[config.mk]
export PLATFORM = sky130hd
export DESIGN_NAME = panel_spi_writer
export DESIGN_NICKNAME = d
export VERILOG_FILES = /design/src/rtl/panel_spi_pkg.sv /design/src/rtl/spi_frame_tx.sv /design/src/rtl/reg_write_ctrl.sv /design/src/rtl/boot_seq.sv /design/src/rtl/panel_spi_writer.sv
export SDC_FILE = /design/constraint.sdc
export NUM_CORES = 1
export LEC_CHECK = 0
export BUFFER_PORTS_ARGS = -buffer_cell sky130_fd_sc_hd__buf_2
export CAP_MARGIN = 20
export CORE_MARGIN = 2
export CORE_UTILIZATION = 50
export DETAILED_ROUTE_END_ITERATION = 7
export GPL_ROUTABILITY_DRIVEN = 0
export PLACE_DENSITY_LB_ADDON = 0.1
export SLEW_MARGIN = 20
export SYNTH_ARGS = -nofsm -noshare
export SYNTH_HDL_FRONTEND = slang
export SYNTH_SLANG_ARGS = --single-unit
[constraint.sdc]
create_clock -name clk -period 2.3 [get_ports clk]
set_input_delay 0.23 -clock clk [delete_from_list [all_inputs] [get_ports clk]]
set_output_delay 0.23 -clock clk [all_outputs]
set_load 0.01 [all_outputs]
[src/rtl/panel_spi_pkg.sv]
package panel_spi_pkg;

    localparam int          FRAME_BITS = 24;
    localparam logic [7:0]  SEL_INDEX  = 8'h74;
    localparam logic [7:0]  SEL_DATA   = 8'h76;
    localparam logic [7:0]  REG_SHUT   = 8'h11;
    localparam logic [7:0]  REG_DRIVE  = 8'h01;
    localparam logic [15:0] SHUT_ON    = 16'h0000;
    localparam logic [15:0] DRIVE_BASE = 16'h2AEF;
    localparam logic [15:0] DRIVE_MASK = 16'h2B00;

    typedef struct packed {
        logic [7:0]  addr;
        logic [15:0] value;
    } wr_req_t;

    typedef struct packed {
        logic normal;
        logic bgr;
        logic top_bottom;
        logic left_right;
    } scan_cfg_t;

    function automatic logic [FRAME_BITS-1:0] index_frame(logic [7:0] addr);
        return {SEL_INDEX, 8'h00, addr};
    endfunction

    function automatic logic [FRAME_BITS-1:0] data_frame(logic [15:0] value);
        return {SEL_DATA, value};
    endfunction

    function automatic logic [15:0] drive_value(scan_cfg_t c);
        logic [15:0] v;
        v     = DRIVE_BASE & ~DRIVE_MASK;
        v[8]  = c.left_right;
        v[9]  = c.top_bottom;
        v[11] = c.bgr;
        v[13] = c.normal;
        return v;
    endfunction

endpackage

[src/rtl/spi_frame_tx.sv]
module spi_frame_tx
    import panel_spi_pkg::*;
#(
    parameter int DIV_W = 8
) (
    input  logic                  clk,
    input  logic                  rst,
    input  logic                  start_i,
    input  logic [FRAME_BITS-1:0] frame_i,
    input  logic [DIV_W-1:0]      half_i,
    output logic                  sck_o,
    output logic                  mosi_o,
    output logic                  cs_n_o,
    output logic                  frame_done_o
);

    localparam int         BIT_W    = $clog2(FRAME_BITS);
    localparam logic [BIT_W-1:0] LAST_BIT = BIT_W'(FRAME_BITS - 1);

    typedef enum logic [2:0] {F_IDLE, F_LEAD, F_LOW, F_HIGH, F_GAPA, F_GAPB} fstate_t;

    fstate_t               st;
    logic [FRAME_BITS-1:0] shreg;
    logic [BIT_W-1:0]      bitn;
    logic [DIV_W-1:0]      tcnt;
    logic                  sck_q, mosi_q, cs_n_q, fdone_q;
    logic                  phase_end;

    assign phase_end = (tcnt == half_i);

    always_ff @(posedge clk) begin
        if (rst) begin
            st      <= F_IDLE;
            shreg   <= '0;
            bitn    <= '0;
            tcnt    <= DIV_W'(1);
            sck_q   <= 1'b1;
            mosi_q  <= 1'b0;
            cs_n_q  <= 1'b1;
            fdone_q <= 1'b0;
        end else begin
            fdone_q <= 1'b0;
            if (st == F_IDLE) begin
                tcnt <= DIV_W'(1);
                if (start_i) begin
                    st     <= F_LEAD;
                    cs_n_q <= 1'b0;
                    mosi_q <= frame_i[FRAME_BITS-1];
                    shreg  <= {frame_i[FRAME_BITS-2:0], 1'b0};
                    bitn   <= '0;
                end
            end else if (phase_end) begin
                tcnt <= DIV_W'(1);
                unique case (st)
                    F_LEAD: begin
                        sck_q <= 1'b0;
                        st    <= F_LOW;
                    end
                    F_LOW: begin
                        sck_q <= 1'b1;
                        st    <= F_HIGH;
                    end
                    F_HIGH: begin
                        if (bitn == LAST_BIT) begin
                            cs_n_q <= 1'b1;
                            st     <= F_GAPA;
                        end else begin
                            sck_q  <= 1'b0;
                            mosi_q <= shreg[FRAME_BITS-1];
                            shreg  <= {shreg[FRAME_BITS-2:0], 1'b0};
                            bitn   <= bitn + 1'b1;
                            st     <= F_LOW;
                        end
                    end
                    F_GAPA: st <= F_GAPB;
                    F_GAPB: begin
                        st      <= F_IDLE;
                        fdone_q <= 1'b1;
                    end
                    default: st <= F_IDLE;
                endcase
            end else begin
                tcnt <= tcnt + 1'b1;
            end
        end
    end

    assign sck_o        = sck_q;
    assign mosi_o       = mosi_q;
    assign cs_n_o       = cs_n_q;
    assign frame_done_o = fdone_q;

    // clock parks high outside a transfer
    a_r3_sck_idle_high: assert property (@(posedge clk) disable iff (rst)
        cs_n_q |-> sck_q);

    // data holds while the clock is high inside a transfer
    a_r3_mosi_held_high: assert property (@(posedge clk) disable iff (rst)
        (!cs_n_q && sck_q && $past(sck_q) && !$past(cs_n_q)) |-> $stable(mosi_q));

    // chip select releases only after the last bit
    a_r1_frame_len: assert property (@(posedge clk) disable iff (rst)
        $rose(cs_n_q) |-> ($past(bitn) == LAST_BIT));

endmodule

[src/rtl/reg_write_ctrl.sv]
module reg_write_ctrl
    import panel_spi_pkg::*;
(
    input  logic                  clk,
    input  logic                  rst,
    input  logic                  req_valid_i,
    input  wr_req_t               req_i,
    input  logic                  frame_done_i,
    output logic                  start_o,
    output logic [FRAME_BITS-1:0] frame_o,
    output logic                  busy_o,
    output logic                  done_o
);

    typedef enum logic [2:0] {C_IDLE, C_IDX, C_IDX_WAIT, C_DAT, C_DAT_WAIT} cstate_t;

    cstate_t st;
    wr_req_t held;
    logic    done_q;

    always_ff @(posedge clk) begin
        if (rst) begin
            st     <= C_IDLE;
            held   <= '0;
            done_q <= 1'b0;
        end else begin
            done_q <= 1'b0;
            unique case (st)
                C_IDLE: if (req_valid_i) begin
                    held <= req_i;
                    st   <= C_IDX;
                end
                C_IDX:      st <= C_IDX_WAIT;
                C_IDX_WAIT: if (frame_done_i) st <= C_DAT;
                C_DAT:      st <= C_DAT_WAIT;
                C_DAT_WAIT: if (frame_done_i) begin
                    st     <= C_IDLE;
                    done_q <= 1'b1;
                end
                default:    st <= C_IDLE;
            endcase
        end
    end

    assign start_o = (st == C_IDX) || (st == C_DAT);
    assign frame_o = (st == C_DAT) ? data_frame(held.value) : index_frame(held.addr);
    assign busy_o  = (st != C_IDLE);
    assign done_o  = done_q;

    // done is a single-cycle pulse
    a_r6_done_one_cycle: assert property (@(posedge clk) disable iff (rst)
        done_q |=> !done_q);

    // done follows the end of the data transfer
    a_r6_done_after_data: assert property (@(posedge clk) disable iff (rst)
        done_q |-> ($past(st) == C_DAT_WAIT && $past(frame_done_i)));

    // the captured write cannot change while a write is in flight
    a_r7_hold_while_busy: assert property (@(posedge clk) disable iff (rst)
        (st != C_IDLE) |=> $stable(held));

endmodule

[src/rtl/boot_seq.sv]
module boot_seq
    import panel_spi_pkg::*;
(
    input  logic      clk,
    input  logic      rst,
    input  logic      start_i,
    input  logic      grant_i,
    input  logic      wr_done_i,
    input  scan_cfg_t scan_cfg_i,
    output logic      req_o,
    output wr_req_t   req_data_o,
    output logic      hold_o
);

    typedef enum logic [2:0] {B_IDLE, B_PEND1, B_RUN1, B_PEND2, B_RUN2} bstate_t;

    bstate_t st;

    always_ff @(posedge clk) begin
        if (rst) begin
            st <= B_IDLE;
        end else begin
            unique case (st)
                B_IDLE:  if (start_i) st <= B_PEND1;
                B_PEND1: if (grant_i) st <= B_RUN1;
                B_RUN1:  if (wr_done_i) st <= B_PEND2;
                B_PEND2: if (grant_i) st <= B_RUN2;
                B_RUN2:  if (wr_done_i) st <= start_i ? B_PEND1 : B_IDLE;
                default: st <= B_IDLE;
            endcase
        end
    end

    always_comb begin
        req_o      = (st == B_PEND1) || (st == B_PEND2);
        req_data_o = (st == B_PEND1) ? '{addr: REG_SHUT,  value: SHUT_ON}
                                     : '{addr: REG_DRIVE, value: drive_value(scan_cfg_i)};
        hold_o     = (st != B_IDLE) && !((st == B_RUN2) && wr_done_i);
    end

    // the driver-output write is only requested after the power-on write
    a_r8_order: assert property (@(posedge clk) disable iff (rst)
        (st == B_PEND2) |-> ($past(st) == B_RUN1 && $past(wr_done_i)));

endmodule

[src/rtl/panel_spi_writer.sv]
module panel_spi_writer
    import panel_spi_pkg::*;
#(
    parameter int DIV_W    = 8,
    parameter int MIN_HALF = 3
) (
    input  logic             clk,
    input  logic             rst,
    input  logic [DIV_W-1:0] half_div_i,
    input  logic             wr_req_i,
    input  logic [7:0]       wr_addr_i,
    input  logic [15:0]      wr_data_i,
    input  logic             boot_i,
    input  logic [3:0]       scan_cfg_i,
    output logic             busy_o,
    output logic             done_o,
    output logic             spi_sck_o,
    output logic             spi_mosi_o,
    output logic             spi_cs_n_o
);

    localparam logic [DIV_W-1:0] MIN_H = DIV_W'(MIN_HALF);

    logic [DIV_W-1:0]      half_eff;
    logic                  ctrl_busy, ctrl_done, ctrl_start, frame_done;
    logic [FRAME_BITS-1:0] ctrl_frame;
    logic                  boot_req, boot_hold, boot_start, host_ok, req_valid;
    wr_req_t               boot_data, req_mux;

    assign half_eff   = (half_div_i < MIN_H) ? MIN_H : half_div_i;
    assign busy_o     = ctrl_busy | boot_hold;
    assign boot_start = boot_i & ~busy_o;
    assign host_ok    = wr_req_i & ~busy_o & ~boot_i;
    assign req_valid  = boot_req | host_ok;
    assign req_mux    = boot_req ? boot_data : '{addr: wr_addr_i, value: wr_data_i};
    assign done_o     = ctrl_done;

    boot_seq u_boot (
        .clk        (clk),
        .rst        (rst),
        .start_i    (boot_start),
        .grant_i    (boot_req & ~ctrl_busy),
        .wr_done_i  (ctrl_done),
        .scan_cfg_i (scan_cfg_t'(scan_cfg_i)),
        .req_o      (boot_req),
        .req_data_o (boot_data),
        .hold_o     (boot_hold)
    );

    reg_write_ctrl u_ctrl (
        .clk          (clk),
        .rst          (rst),
        .req_valid_i  (req_valid),
        .req_i        (req_mux),
        .frame_done_i (frame_done),
        .start_o      (ctrl_start),
        .frame_o      (ctrl_frame),
        .busy_o       (ctrl_busy),
        .done_o       (ctrl_done)
    );

    spi_frame_tx #(.DIV_W(DIV_W)) u_tx (
        .clk          (clk),
        .rst          (rst),
        .start_i      (ctrl_start),
        .frame_i      (ctrl_frame),
        .half_i       (half_eff),
        .sck_o        (spi_sck_o),
        .mosi_o       (spi_mosi_o),
        .cs_n_o       (spi_cs_n_o),
        .frame_done_o (frame_done)
    );

    // a boot pulse beats a simultaneous host request
    a_r10_boot_wins: assert property (@(posedge clk) disable iff (rst)
        (boot_i && wr_req_i && !busy_o) |=> (!ctrl_busy && boot_hold));

    // busy rises in the cycle after a host request is taken
    a_r6_busy_on_accept: assert property (@(posedge clk) disable iff (rst)
        (wr_req_i && !busy_o) |=> busy_o);

endmodule

### Word-level counts from Yosys, hierarchy flattened

Index checks and enable logic that the tools add are counted.

| operators by class | value |
|---|---|
| mux-type cells | 44 |
| order comparisons | 1 |
| bitwise gates (word level) | 12 |
| equal/unequal tests | 26 |
| reduce and logical (&&, ||, !) cells | 24 |
| add/subtract/negate cells | 2 |

Operator list:

| kind | number |
|---|---|
| $mux W24 | 6 |
| $mux W3 | 12 |
| $pmux W3 S5 | 2 |
| $mux W5 | 5 |
| $mux W21 | 1 |
| $eq A3 B2 Y1 const B | 6 |
| $mux W18 | 1 |
| $ne A2 B1 Y1 const B | 8 |
| $mux W1 | 14 |
| $eq A3 B3 Y1 const B | 4 |
| $pmux W3 S4 | 1 |
| $reduce_and A4 Y1 | 3 |
| $eq A3 B1 Y1 const B | 3 |
| $logic_not A3 Y1 | 3 |
| $reduce_bool A3 Y1 | 3 |
| $add A8 B1 Y8 const B | 1 |
| $eq A8 B8 Y1 | 1 |
| $lt A8 B2 Y1 const B | 1 |
| $mux W8 | 1 |
| $ne A2 B2 Y1 const B | 3 |
| $not A1 Y1 | 6 |
| $reduce_bool A2 Y1 | 3 |
| $reduce_or A3 Y1 | 2 |
| $add A5 B1 Y5 const B | 1 |
| 11 further kinds | 18 |

| word-level totals | value |
|---|---|
| register bits | 75 |
| input port bits | 40 |
| word-level logic and storage cells | 122 |

### Logic depth before layout (Yosys ltp)

Gate-level depths: netlist (run 1).

| logic depth | value |
|---|---|
| depth in word-level cells | 11 |
| gate-level depth with buffers | 8 |
| gate-level depth less buffers | 6 |

### By module

Synthesis (run 1) repeated with hierarchy kept, for this count alone.

| second synthesis, totals | value |
|---|---|
| cell total of the unflattened synthesis | 461 |
| area total of the unflattened synthesis | 4,453.0 um^2 |

Modules (own cells, without submodules):

| module | area each (um^2) | cells each | instances |
|---|---|---|---|
| spi_frame_tx | 2,162.1 | 222 | 1 |
| reg_write_ctrl | 1,531.5 | 149 | 1 |
| panel_spi_writer | 381.6 | 43 | 1 |
| boot_seq | 377.9 | 47 | 1 |

### Least setup slack after synthesis (run 1)

Ideal clock, no wire load.

| path | value |
|---|---|
| path type | register -> register |
| start point | register u_ctrl.st[2] |
| end point | register u_ctrl.held[7] (netlist name) |
| required time | 2.168 ns |
| setup time | 0.132 ns |
| setup slack | 0.523 ns |
| data arrival time | 1.645 ns |
| clock period less this slack | 1.777 ns |
| path buffers | 1 |
| cell stages (with the launch flop) | 8 |
| cell sequence | dfxtp_1 -> nor3_4 -> nand3b_1 -> o31a_1 -> nand2b_1 -> buf_2 -> a211oi_1 -> nor3_1 |

| between the ends | value |
|---|---|
| word-level cells in the longest chain between the ends | 7 |
| elaborated cells between the ends (all ways) | 8 |
| classes of those cells | 5 x bitwise; 3 x reduce/logical |

RTL lines:

| what | RTL line | text |
|---|---|---|
| start, declared | reg_write_ctrl.sv:17 | `cstate_t st;` |
| start signal, assigned | reg_write_ctrl.sv:23 | `st <= C_IDLE;` |
| start signal, assigned | reg_write_ctrl.sv:31 | `st <= C_IDX;` |
| start signal, assigned | reg_write_ctrl.sv:33 | `C_IDX: st <= C_IDX_WAIT;` |
| $reduce_bool A3 Y1 | reg_write_ctrl.sv:47 | `assign busy_o = (st != C_IDLE);` |
| $or A1 B1 Y1 | panel_spi_writer.sv:31 | `assign busy_o = ctrl_busy \| boot_hold;` |
| via busy_o | panel_spi_writer.sv:15 | `output logic busy_o,` |
| $not A1 Y1 | panel_spi_writer.sv:33 | `assign host_ok = wr_req_i & ~busy_o & ~boot_i;` |
| $and A1 B1 Y1 (2 in series) | panel_spi_writer.sv:33 |  |
| $or A1 B1 Y1 | panel_spi_writer.sv:34 | `assign req_valid = boot_req \| host_ok;` |
| $reduce_and A2 Y1 (no source line) | n/a |  |
| end signal, assigned | reg_write_ctrl.sv:30 | `held <= req_i;` |
| end, declared | reg_write_ctrl.sv:18 | `wr_req_t held;` |

The timed path passes the listed nets, and every way through them passes these cells.
A chain may end at the register's enable or synchronous reset.

### Final worst setup path (run 1)

| path | value |
|---|---|
| start point | register u_ctrl.st[2] |
| end point | register u_ctrl.held[12] (netlist name) |

| between the ends | value |
|---|---|
| word-level cells in the longest chain between the ends | 7 |
| elaborated cells between the ends (all ways) | 8 |
| classes of those cells | 5 x bitwise; 3 x reduce/logical |

RTL lines:

| what | RTL line |
|---|---|
| $reduce_bool A3 Y1 | reg_write_ctrl.sv:47 |
| $or A1 B1 Y1 | panel_spi_writer.sv:31 |
| $not A1 Y1 | panel_spi_writer.sv:33 |
| $and A1 B1 Y1 (2 in series) | panel_spi_writer.sv:33 |
| $or A1 B1 Y1 | panel_spi_writer.sv:34 |
| $reduce_and A2 Y1 (no source line) * | n/a |

Every way passes the cells marked *; elsewhere a longest branch is shown, timed or not.

==> impl_metrics.csv, run 1 <==
group,metric,value,unit
pwr,p_leak,0.00148,µW
sta,tightest_slew,0.526,ns
sta,setup_viol,0,
synth,synth_top_area_share,44.3,%
pwr,vdd_drop_max,0.627,mV
drt,wirelength,7320,µm
placement,dp_hpwl,5070,µm
sta,rsz0062_at_grt,"no",
drt,drt_iter0_drc,117,
global_route,grt_usage,21.2,%
worst_setup_path,cp-end-kind,"flip-flop",
drt,num_vias,2985,
sta,finalMaxSlewViolations,0,
flow_run,drv_cap,0,
worst_hold_path,min_from,"wr_addr_i[3]",
worst_setup_path,start_kind,"flip-flop",
synth,synth.most_common_cell,"dfxtp_1",
worst_hold_path,hold-path-cell-count,3,
worst_hold_path,hold_end,"u_ctrl.held[19]",
synth,synth_area_leaders,"dfxtp_1 44%, nand3_1 5.8%, nand2_1 5.1%, nor2_1 5.1%, a21oi_1 4.5%",
worst_setup_path,r2r-start,"u_ctrl.st[2]",
synth,syn_area,3340,µm²
sta,max_clock_freq,503,MHz
placement,dpl_cell_area,3640,µm²
sta,finalClockSkew,0.0104,ns
synth,synth_common_cells,"74 x dfxtp_1, 45 x nand2_1, 45 x nor2_1, 39 x nand3_1, 30 x a21oi_1",
drt,final_antenna_net_count,0,
cells_and_area,nets,481,
synth,ys_warn_count,0,
global_route,grt_max_degree,35,
cells_and_area,regArea,1480,µm²
cts,cts_tree,"built",
drt,wl_per_cell,14.0,µm
cells_and_area,stdcell_area,3850,µm²
cells_and_area,fillerInstances,608,
floorplan,ios,45,
drt,avgViaCountPerCell,5.73,
cells_and_area,antenna_cells,0,
synth,async_flop_share,0,%
drt,drc,3,
floorplan,core_area,6420,µm²
cells_and_area,syn_to_final_growth,15.3,%
worst_setup_path,timing.reg2reg.setup_slack,0.31,ns
cts,clkSinkCount,74,
placement,dp.cells,505,
synth,synth-seq-area-share,44.3,%
worst_setup_path,worstPathArrival,2.21,ns
cts,post_cts_resized,0,
global_route,antenna_found_initial,0,
cells_and_area,drive_gt1_share,19.6,%
synth,synth_edf_count,0,
floorplan,num_rows,29,
cts,insertion_delay,0.35,ns
global_route,grt_pass1_vias,2710,
run_status,status,"finished, violations left",
global_route,grt-ovfl-total,0,
pwr,p_per_area,1170,nW/µm²
cts,postCtsSetupBuffers,0,
synth,ys_seq_elements,74,
worst_setup_path,required,2.52,ns
synth,netlist_instances,400,
run_status,violations,"design-rule violations",
cells_and_area,multi_input_area,1700,µm²
synth,yosys.area.top_type,"dfxtp_1",
placement,io_buffers,44,
worst_setup_path,critPathKind,"reg -> reg",
sta,finalHoldViolCount,0,
cts,cts_buffers,9,
sta,fin_crit,1.99,ns
cts,root_buffer,"clkbuf_8",
cts,cts.path.max_buffers,2,
worst_setup_path,timing.rr.end,"u_ctrl.held[12]",
floorplan,initial_utilization,52.1,%
global_route,grt_pass1_wl,12500,µm
synth,ys.flop_type,"dfxtp_1",
sta,maxSlewHeadroom,64.9,%
sta,setup_tns,0,ns
floorplan,die-height,85.8,µm
floorplan,dieArea,7360,µm²
floorplan,die-width,85.8,µm
worst_setup_path,critPathMaxFanout,11,
drt,drt_pre_antenna_iters,6,
cts,cts_max_level,3,
synth,synth_cell_types,48,
worst_setup_path,reg2regPathDepth,7,
cells_and_area,stdcell_count,521,
synth,synth_nets,442,
worst_hold_path,hp-class,"in -> reg",
cts,clkTransAtPathRegs,0.08,ns
sta,fin_crit_sh,86.5,%
cts,hold_buffers,0,
synth,synth.avg_cell_area,8.36,µm²
[routing by layer]
metal / part of all wire, % / up-vias / track usage (%)
met3: 4.9 / 8 / 5.87
met2: 47 / 68 / 33.9
met4: 1.2 / 0 / 7.36
met5: 0 / - / 0
li1: - / 1522 / -
met1: 47 / 1387 / 27.8
[state kept, by name, summed over array words and instances, names as in the netlist, 3 cells and up]
name         cells
u_ctrl.st        3
u_tx.bitn        5
u_boot.st        3
u_ctrl.held     24
u_tx.st          3
u_tx.shreg      23
u_tx.tcnt        8
[layout make-up]
cell class | count | share of cell area, %
clock buffers | 9 | 3.21
clock inverters | 7 | 2.43
inverters | 5 | 0.487
multi-input cells | 291 | 44.2
flip-flops and latches | 74 | 38.4
well taps | 77 | 2.50
repair buffers | 58 | 8.76
[cell families after synthesis]
logic type / count (synthesis) / share of synthesized area, %
AOI/OAI and AO/OA: 87 / 18.8
buffers and inverters: 35 / 4.83
xor gates and xnor gates: 15 / 3.93
and+or+nand+nor: 186 / 27.1
adders and majority gates: 2 / 0.748
muxes: 1 / 0.299
DFF: 74 / 44.3
[worst max-delay path: stages, from the launching register on]
cell      delay, ns
dfxtp_1        0.37
nor3_4         0.33
nand3b_1       0.13
o31a_1         0.29
nand2b_1       0.33
buf_4          0.28
nand2_1        0.07
a21oi_1        0.05
[how the worst max path moves through the flow]
stage	from	end	slack (ns)	cells past startpoint
after detailed placement	half_div_i[7]	u_tx.shreg[18]	0.26	8
after CTS	u_ctrl.st[2]	u_ctrl.held[12]	0.31	7
final	u_ctrl.st[2]	u_ctrl.held[12]	0.31	7
after floorplan	u_ctrl.st[2]	u_ctrl.held[7]	0.52	7
after global placement	half_div_i[7]	u_tx.sck_o	0.32	7
after global routing	u_ctrl.st[2]	u_ctrl.held[14]	0.16	7
[power breakdown]
part | internal (µW) | leakage, µW | switching [µW] | total (µW)
clock | 608 | 0.000105 | 498 | 1110
combinational | 640 | 0.000769 | 933 | 1570
sequential | 1600 | 0.000602 | 216 | 1810
total | 2840 | 0.00148 | 1650 | 4490
[cells in the final DEF (no fill, tap or decap), drive strengths merged, types with 5 or more instances in the layout]
cell	instances
a221oi	8
buf	58
clkbuf	9
xnor2	7
xor2	8
a21oi	30
nor2	45
o211ai	8
nor3	27
nand3	39
a211oi	10
a31oi	5
dfxtp	74
nand2	45
nor2b	5
[stage by stage]
step / util [%] / worst slack [ns] / total power (µW) / hold WS (ns)
floorplan: - / 0.523 / 3020 / 0.382
detailed placement: 56.6 / 0.265 / 3410 / 0.447
finish: 60.0 / 0.310 / 4490 / 0.124
global route: 60.0 / 0.156 / 4820 / 0.103
global placement: 56.6 / 0.319 / 3380 / 0.441
CTS: 60.0 / 0.306 / 4520 / 0.108
Power figures use the tool's default switching activity.
==> run 2, diff against run 1 <==
--- a/config.mk
+++ b/config.mk
@@ -12,7 +12,10 @@
 export DETAILED_ROUTE_END_ITERATION = 7
 export GPL_ROUTABILITY_DRIVEN = 0
 export PLACE_DENSITY_LB_ADDON = 0.1
+export REMOVE_ABC_BUFFERS = 1
+export SETUP_SLACK_MARGIN = 0.3
 export SLEW_MARGIN = 20
 export SYNTH_ARGS = -nofsm -noshare
 export SYNTH_HDL_FRONTEND = slang
+export SYNTH_HIERARCHICAL = 1
 export SYNTH_SLANG_ARGS = --single-unit
==> run 2 against run 1 <==
Net effect: the flow now finishes without violations; die area up 32%; wire length up 14%; first-iteration DRC count down 12%; final cell count up 15%; count of clock-buffer cells in the layout up 3; global-route usage down 4.2 points; combinational power up 6%; synthesized area up 33%; via count up 5.7%; synthesized cell count up 15%; critical endpoint is now u_ctrl/held[12]; largest power group unchanged; highest routed layer unchanged.
==> impl_metrics.csv, run 2 <==
group,metric,value,unit
run_status,status,"complete, no violations",
sta,max_clock_freq,505,MHz
cts,cts.path.max_buffers,2,
worst_setup_path,critPathMaxFanout,6,
worst_setup_path,start_kind,"flip-flop",
worst_setup_path,cp-end-kind,"flip-flop",
drt,drt_iter0_drc,103,
synth,synth.avg_cell_area,9.66,µm²
worst_setup_path,required,2.57,ns
cts,cts_max_level,3,
floorplan,num_rows,34,
synth,syn_area,4450,µm²
worst_hold_path,min_from,"wr_data_i[8]",
cells_and_area,layout_commonest_cell,"dfxtp_1",
floorplan,dieArea,9680,µm²
floorplan,ios,45,
cells_and_area,antenna_cells,0,
synth,async_flop_share,0,%
sta,finalClockSkew,0.00494,ns
pwr,p_total,4390,µW
cts,clkSinkCount,74,
flow_run,drv_cap,0,
sta,setup_viol,0,
global_route,grt-ovfl-total,0,
pwr,p_leak,0.00197,µW
cells_and_area,largestRegisters,"u_ctrl/held: 24 flops, u_tx/shreg: 23 flops, u_tx/tcnt: 8 flops",
synth,ys_warn_count,6,
worst_hold_path,hp-class,"in -> reg",
cells_and_area,largest_register_ffs,24,
drt,wirelength,8310,µm
synth,synth_common_cells,"74 x dfxtp_1, 49 x nand2b_1, 48 x mux2i_1, 30 x buf_4, 28 x nor3_1",
worst_setup_path,timing.rr.end,"u_ctrl/held[12]",
cts,hold_buffers,0,
placement,dp_hpwl,5280,µm
sta,tightest_slew,0.537,ns
synth,ys.flop_type,"dfxtp_1",
drt,drc,0,
synth,synth.most_common_cell,"dfxtp_1",
drt,final_antenna_net_count,0,
drt,num_vias,3156,
floorplan,die-width,98.4,µm
global_route,grt_pass1_wl,13800,µm
sta,rsz0062_at_grt,"no",
synth,ys_seq_elements,74,
worst_setup_path,worstPathArrival,2.25,ns
placement,dpl_cell_area,4570,µm²
sta,fin_crit_sh,86.1,%
pwr,p_per_area,899,nW/µm²
cts,root_buffer,"clkbuf_8",
cells_and_area,drive_gt1_share,31.7,%
placement,io_buffers,44,
cells_and_area,syn_to_final_growth,9.83,%
global_route,grt_usage,17.1,%
global_route,antenna_found_initial,0,
worst_setup_path,r2r-start,"u_ctrl/st[2]",
sta,maxSlewHeadroom,64.2,%
sta,finalMaxSlewViolations,0,
synth,netlist_instances,461,
global_route,grt_pass1_vias,2994,
worst_setup_path,critPathKind,"reg -> reg",
sta,finalHoldViolCount,0,
floorplan,die-height,98.4,µm
global_route,grt_max_degree,43,
drt,avgViaCountPerCell,5.26,
cells_and_area,largest_register,"u_ctrl/held",
drt,wl_per_cell,13.8,µm
worst_setup_path,timing.reg2reg.setup_slack,0.32,ns
pwr,vdd_drop_max,0.428,mV
cells_and_area,stdcell_area,4890,µm²
drt,drt_pre_antenna_iters,4,
worst_hold_path,hold-path-cell-count,4,
worst_setup_path,crit_path_start,"u_ctrl/st[2]",
synth,synth_cell_types,59,
cts,cts_tree,"built",
synth,synth_edf_count,0,
cts,clkTransAtPathRegs,0.08,ns
synth,synth_top_area_share,33.3,%
floorplan,initial_utilization,51.3,%
cts,cts_buffers,9,
cts,insertion_delay,0.34,ns
synth,yosys.area.top_type,"dfxtp_1",
cells_and_area,most-common-layout-cells,"71 x dfxtp_1, 49 x nand2b_1, 48 x mux2i_1",
synth,synth-seq-area-share,33.3,%
cells_and_area,nets,529,
synth,synth_area_leaders,"dfxtp_1 33%, mux2i_1 11%, nand2b_1 6.9%, mux2_2 6.1%, buf_4 5.1%",
worst_setup_path,reg2regPathDepth,7,
floorplan,core_area,8680,µm²
sta,fin_crit,1.98,ns
worst_hold_path,hold_end,"u_ctrl/held[8]",
-- run 2: cell count changes after synthesis, sizes merged, moves of 5 or more --
cell	previous run	this run
mux2i	1	48
xnor2	7	12
nand3	39	15
nand2	45	11
a211oi	10	24
nand2b	2	49
a21oi	30	6
and2	3	9
nor2	45	14
o211ai	8	0
a221oi	8	1
buf	12	45
mux2	0	32
-- run 2: power breakdown --
part | switching, µW | internal, µW | leakage, µW | total (µW)
Combinational | 795 | 861 | 0.00127 | 1660
Clock | 467 | 559 | 0.0000986 | 1030
Sequential | 164 | 1550 | 0.000605 | 1710
-- run 2: critical path, stage by stage (launching register included) --
cell	delay (ns)
dfxtp_4	0.35
or3_4	0.39
nor2_2	0.13
a31o_2	0.18
nor4b_4	0.27
buf_4	0.22
clkbuf_16	0.17
mux2i_1	0.19
-- run 2: logic make-up (layout without fill, tap and decap cells) --
group / after synthesis / count (layout) / synth area share [%]
AND/OR/NAND/NOR: 164 / 164 / 22.4
multiplexers: 80 / 80 / 19.6
flip-flops: 74 / 74 / 33.3
buffers and inverters: 72 / 88 / 10.8
AO/OA/AOI/OAI: 48 / 48 / 9.75
XOR/XNOR: 17 / 17 / 3.34
other: 4 / 19 / 0.337
adder cells (fa/ha/maj): 2 / 2 / 0.562
-- run 2: stage by stage --
stage	hold slack (ns)	setup slack, ns	cells	TNS, ns	util [%]
2_1_floorplan	0.295	-2.22	411	-97.22	-
3_3_place_gp	0.436	0.0725	578	0	52.7
3_5_place_dp	0.450	0.0348	578	0	52.7
4_1_cts	0.278	0.319	594	0	55.1
5_1_grt	0.283	0.253	600	0	56.4
6_report	0.288	0.320	600	0	56.4
-- run 2: how the worst max path moves through the flow --
stage | endpoint | slack [ns]
after global placement | u_tx/sck_o | 0.07
after floorplan | u_tx/shreg[10] | -2.22
after global routing | u_ctrl/held[15] | 0.25
after detailed placement | u_tx/shreg[8] | 0.03
after CTS | u_ctrl/held[20] | 0.32
final | u_ctrl/held[12] | 0.32
-- run 2: area by class of cell --
| cell class | instances | area [µm²] |
|---|---|---|
| fillers | 812 | 3790 |
| multi-input cells | 330 | 2580 |
| flip-flops and latches | 74 | 1490 |
| repair buffers | 65 | 454 |
| clock buffers | 12 | 155 |
| well taps | 108 | 135 |
| clock inverters | 4 | 50.0 |
| inverters | 7 | 26.3 |
-- run 2: per-layer routing --
metal  vias to the layer above  wire (µm)  track usage [%]
met3                         6        254             4.37
met2                        54       3860             28.1
met5                         -          0                0
li1                       1616          -                -
met4                         0         61             3.48
met1                      1480       4130             22.9
-- run 2: repair_timing --
item	CTS	global route
setup buffers	0	3
gates resized for setup	0	11
endpoints found under the setup margin	0	29
==> run 3, diff against run 2 <==
--- a/config.mk
+++ b/config.mk
@@ -5,6 +5,7 @@
 export SDC_FILE = /design/constraint.sdc
 export NUM_CORES = 1
 export LEC_CHECK = 0
+export ABC_AREA = 1
 export BUFFER_PORTS_ARGS = -buffer_cell sky130_fd_sc_hd__buf_2
 export CAP_MARGIN = 20
 export CORE_MARGIN = 2
==> run 3 against run 2 <==
Net effect: synthesized area is 1.8% higher; synthesized cell count up 56%; register-to-register slack better by 0.18 ns; non-clock buffer count shrank 10; sequential share of layout area up 0.74 points; count of clock-buffer cells in the layout stayed put; clock power is essentially flat; final cell count increased by 41%; wire length increased by 7.9%; die area increased by 1.8%; critical path depth is the same; largest cell class unchanged; largest power group is now combinational logic.
==> impl_metrics.csv, run 3 <==
group,metric,value,unit
worst_setup_path,critPathKind,"reg -> reg",
global_route,grt_max_degree,56,
floorplan,num_rows,34,
floorplan,die-height,99.2,µm
sta,finalClockSkew,0.00719,ns
worst_hold_path,hp-class,"in -> reg",
cts,clkSinkCount,74,
worst_setup_path,cp_top_family,"simple AND/OR/NAND/NOR gates",
sta,maxSlewHeadroom,63.5,%
drt,routed.top_layer,"met4",
placement,io_buffers,44,
drt,drc,0,
floorplan,core_area,8760,µm²
drt,drt_pre_antenna_iters,4,
synth,async_flop_share,0,%
worst_setup_path,critPathMaxFanout,25,
sta,fin_crit,1.80,ns
cts,root_buffer,"clkbuf_8",
cells_and_area,largestRegisters,"u_ctrl/held: 24 flops, u_tx/shreg: 23 flops, u_tx/tcnt: 8 flops",
cells_and_area,stdcell_count,843,
placement,dp.cells,827,
worst_setup_path,cp_num_buf_inv,1,
synth,synth_cell_types,33,
drt,met2WireLength,4440,µm
drt,dr_wl_met3,260,µm
synth,ys.flop_type,"dfxtp_1",
sta,tightest_slew,0.548,ns
cts,cts_max_level,3,
sta,setup_viol,0,
drt,wirelength,8960,µm
pwr,p_leak,0.00228,µW
cells_and_area,drive_gt1_share,12.5,%
placement,dp_hpwl,6210,µm
cts,cts_buffers,9,
cells_and_area,antenna_cells,0,
worst_setup_path,crit_path_cell_trace,"nor2_2 -> o21ai_0 -> or2_1 -> o21ai_2 -> buf_6 -> nand4_1 -> a21oi_1",
cells_and_area,syn_to_final_growth,4.69,%
flow_run,drv_cap,0,
pwr,p_per_area,1100,nW/µm²
sta,finalMaxSlewViolations,0,
worst_setup_path,cp-end-kind,"flip-flop",
worst_setup_path,max_stage_delay,0.36,ns
synth,netlist_instances,720,
cts,insertion_delay,0.34,ns
synth,synth.most_common_cell,"nand2_1",
run_status,status,"complete, no violations",
sta,rsz0062_at_grt,"no",
global_route,grt_pass1_vias,4043,
drt,num_vias,4157,
synth,synth_top_area_share,32.7,%
synth,synth.avg_cell_area,6.30,µm²
cells_and_area,largest_register_ffs,24,
synth,synth_common_cells,"237 x nand2_1, 74 x dfxtp_1, 65 x inv_1, 62 x nor2_1, 58 x a21oi_1",
pwr,p_total,5200,µW
cells_and_area,layout_commonest_cell,"nand2_1",
sta,fin_crit_sh,78.2,%
worst_setup_path,worstPathArrival,2.07,ns
cts,cts.path.max_buffers,2,
cts,cts_tree,"built",
worst_setup_path,crit_path_top_delay_cell,"dfxtp_1",
pwr,vdd_drop_max,0.584,mV
worst_setup_path,required,2.57,ns
synth,yosys.area.top_type,"dfxtp_1",
global_route,grt_pass1_wl,16400,µm
drt,drt_iter0_drc,131,
synth,syn_area,4530,µm²
floorplan,dieArea,9850,µm²
synth,synth_edf_count,0,
global_route,grt-ovfl-total,0,
sta,max_clock_freq,556,MHz
drt,drt-met1-wl,4200,µm
synth,synth_area_leaders,"dfxtp_1 33%, nand2_1 20%, a21oi_1 6.4%, buf_4 5.8%, inv_1 5.4%",
global_route,grt_usage,19.7,%
synth,synth-seq-area-share,32.7,%
synth,ys_warn_count,6,
floorplan,ios,45,
synth,ys_seq_elements,74,
cells_and_area,largest_register,"u_ctrl/held",
sta,finalHoldViolCount,0,
drt,wl_per_cell,10.6,µm
global_route,antenna_found_initial,0,
placement,dp_slack,0.356,ns
floorplan,die-width,99.2,µm
drt,final_antenna_net_count,0,
floorplan,initial_utilization,51.7,%
cells_and_area,nets,772,
worst_setup_path,start_kind,"flip-flop",
cts,clkTransAtPathRegs,0.08,ns
sta,setup_slack,0.501,ns
drt,avgViaCountPerCell,4.93,
cells_and_area,most-common-layout-cells,"237 x nand2_1, 74 x dfxtp_1, 65 x inv_1",
## run 3: cell types whose count changed after synthesis, moves of 29 or more
| cell | before | now |
|---|---|---|
| a21oi_1 | 6 | 58 |
| inv_1 | 5 | 65 |
| nor2_1 | 13 | 62 |
| nand2_1 | 11 | 237 |
| mux2i_1 | 48 | 0 |
| nand3_1 | 14 | 46 |
| nand2b_1 | 49 | 0 |
| nand4_1 | 3 | 32 |
## run 3: final timing paths
path                     endpoint            from  slack (ns)  cells after the start
hold / removal    u_ctrl/held[16]    wr_addr_i[0]        0.26                      5
hold reg to reg    u_ctrl/held[9]  u_ctrl/held[9]        0.46                      2
setup / recovery  u_ctrl/held[20]    u_boot/st[0]        0.50                      7
setup reg to reg  u_ctrl/held[20]    u_boot/st[0]        0.50                      7
## run 3: cell type report
type / count / area [µm²]
Multi-Input combinational cell: 517 / 2340
Clock inverter: 4 / 50.0
Fill cell: 944 / 4020
Sequential cell: 74 / 1480
Timing Repair Buffer: 55 / 307
Tap cell: 108 / 135
Clock buffer: 12 / 155
Inverter: 73 / 279
## run 3: cells by family (layout without fill, tap and decap cells)
logic type,Yosys count,in the layout,share of synthesized area (%)
fa+ha+maj,2,2,0.552
simple gates,399,399,37.9
compound gates,89,89,9.91
buf+inv,144,144,17.1
other cells,4,19,0.331
flops,74,74,32.7
xor+xnor,8,8,1.55
## run 3: metal layers
layer	up-vias	global-route usage [%]
met5	-	0
met4	0	4.53
met3	7	4.85
met2	46	36.4
met1	1864	22.9
li1	2240	-
## run 3: report_power, final
part	switching [µW]	leakage, µW	internal [µW]	total, µW
registers	197	0.000603	1660	1860
clock network	473	0.0000986	559	1030
logic	1490	0.00158	827	2310
## run 3: repair_timing
action                     4_1_cts  5_1_grt
setup endpoints to repair        0       25
hold buffers                     0        0
gates resized for setup          0        2
buffers inserted                 0        0
## run 3: metrics by stage
step | cell area, µm² | setup TNS, ns | hold slack (ns) | util (%)
after detailed placement | 4530 | 0 | 0.448 | 51.7
after global placement | 4530 | 0 | 0.439 | 51.7
after global routing | 4750 | 0 | 0.267 | 54.2
final | 4750 | 0 | 0.258 | 54.2
after CTS | 4740 | 0 | 0.244 | 54.0
after floorplan | 4090 | -16.65 | 0.299 | -
## run 3: worst min-delay path: stages
cell     delay (ns)
buf_2          0.09
nand2_1        0.05
nand2_1        0.04
nand4_1        0.08
a21oi_1        0.06
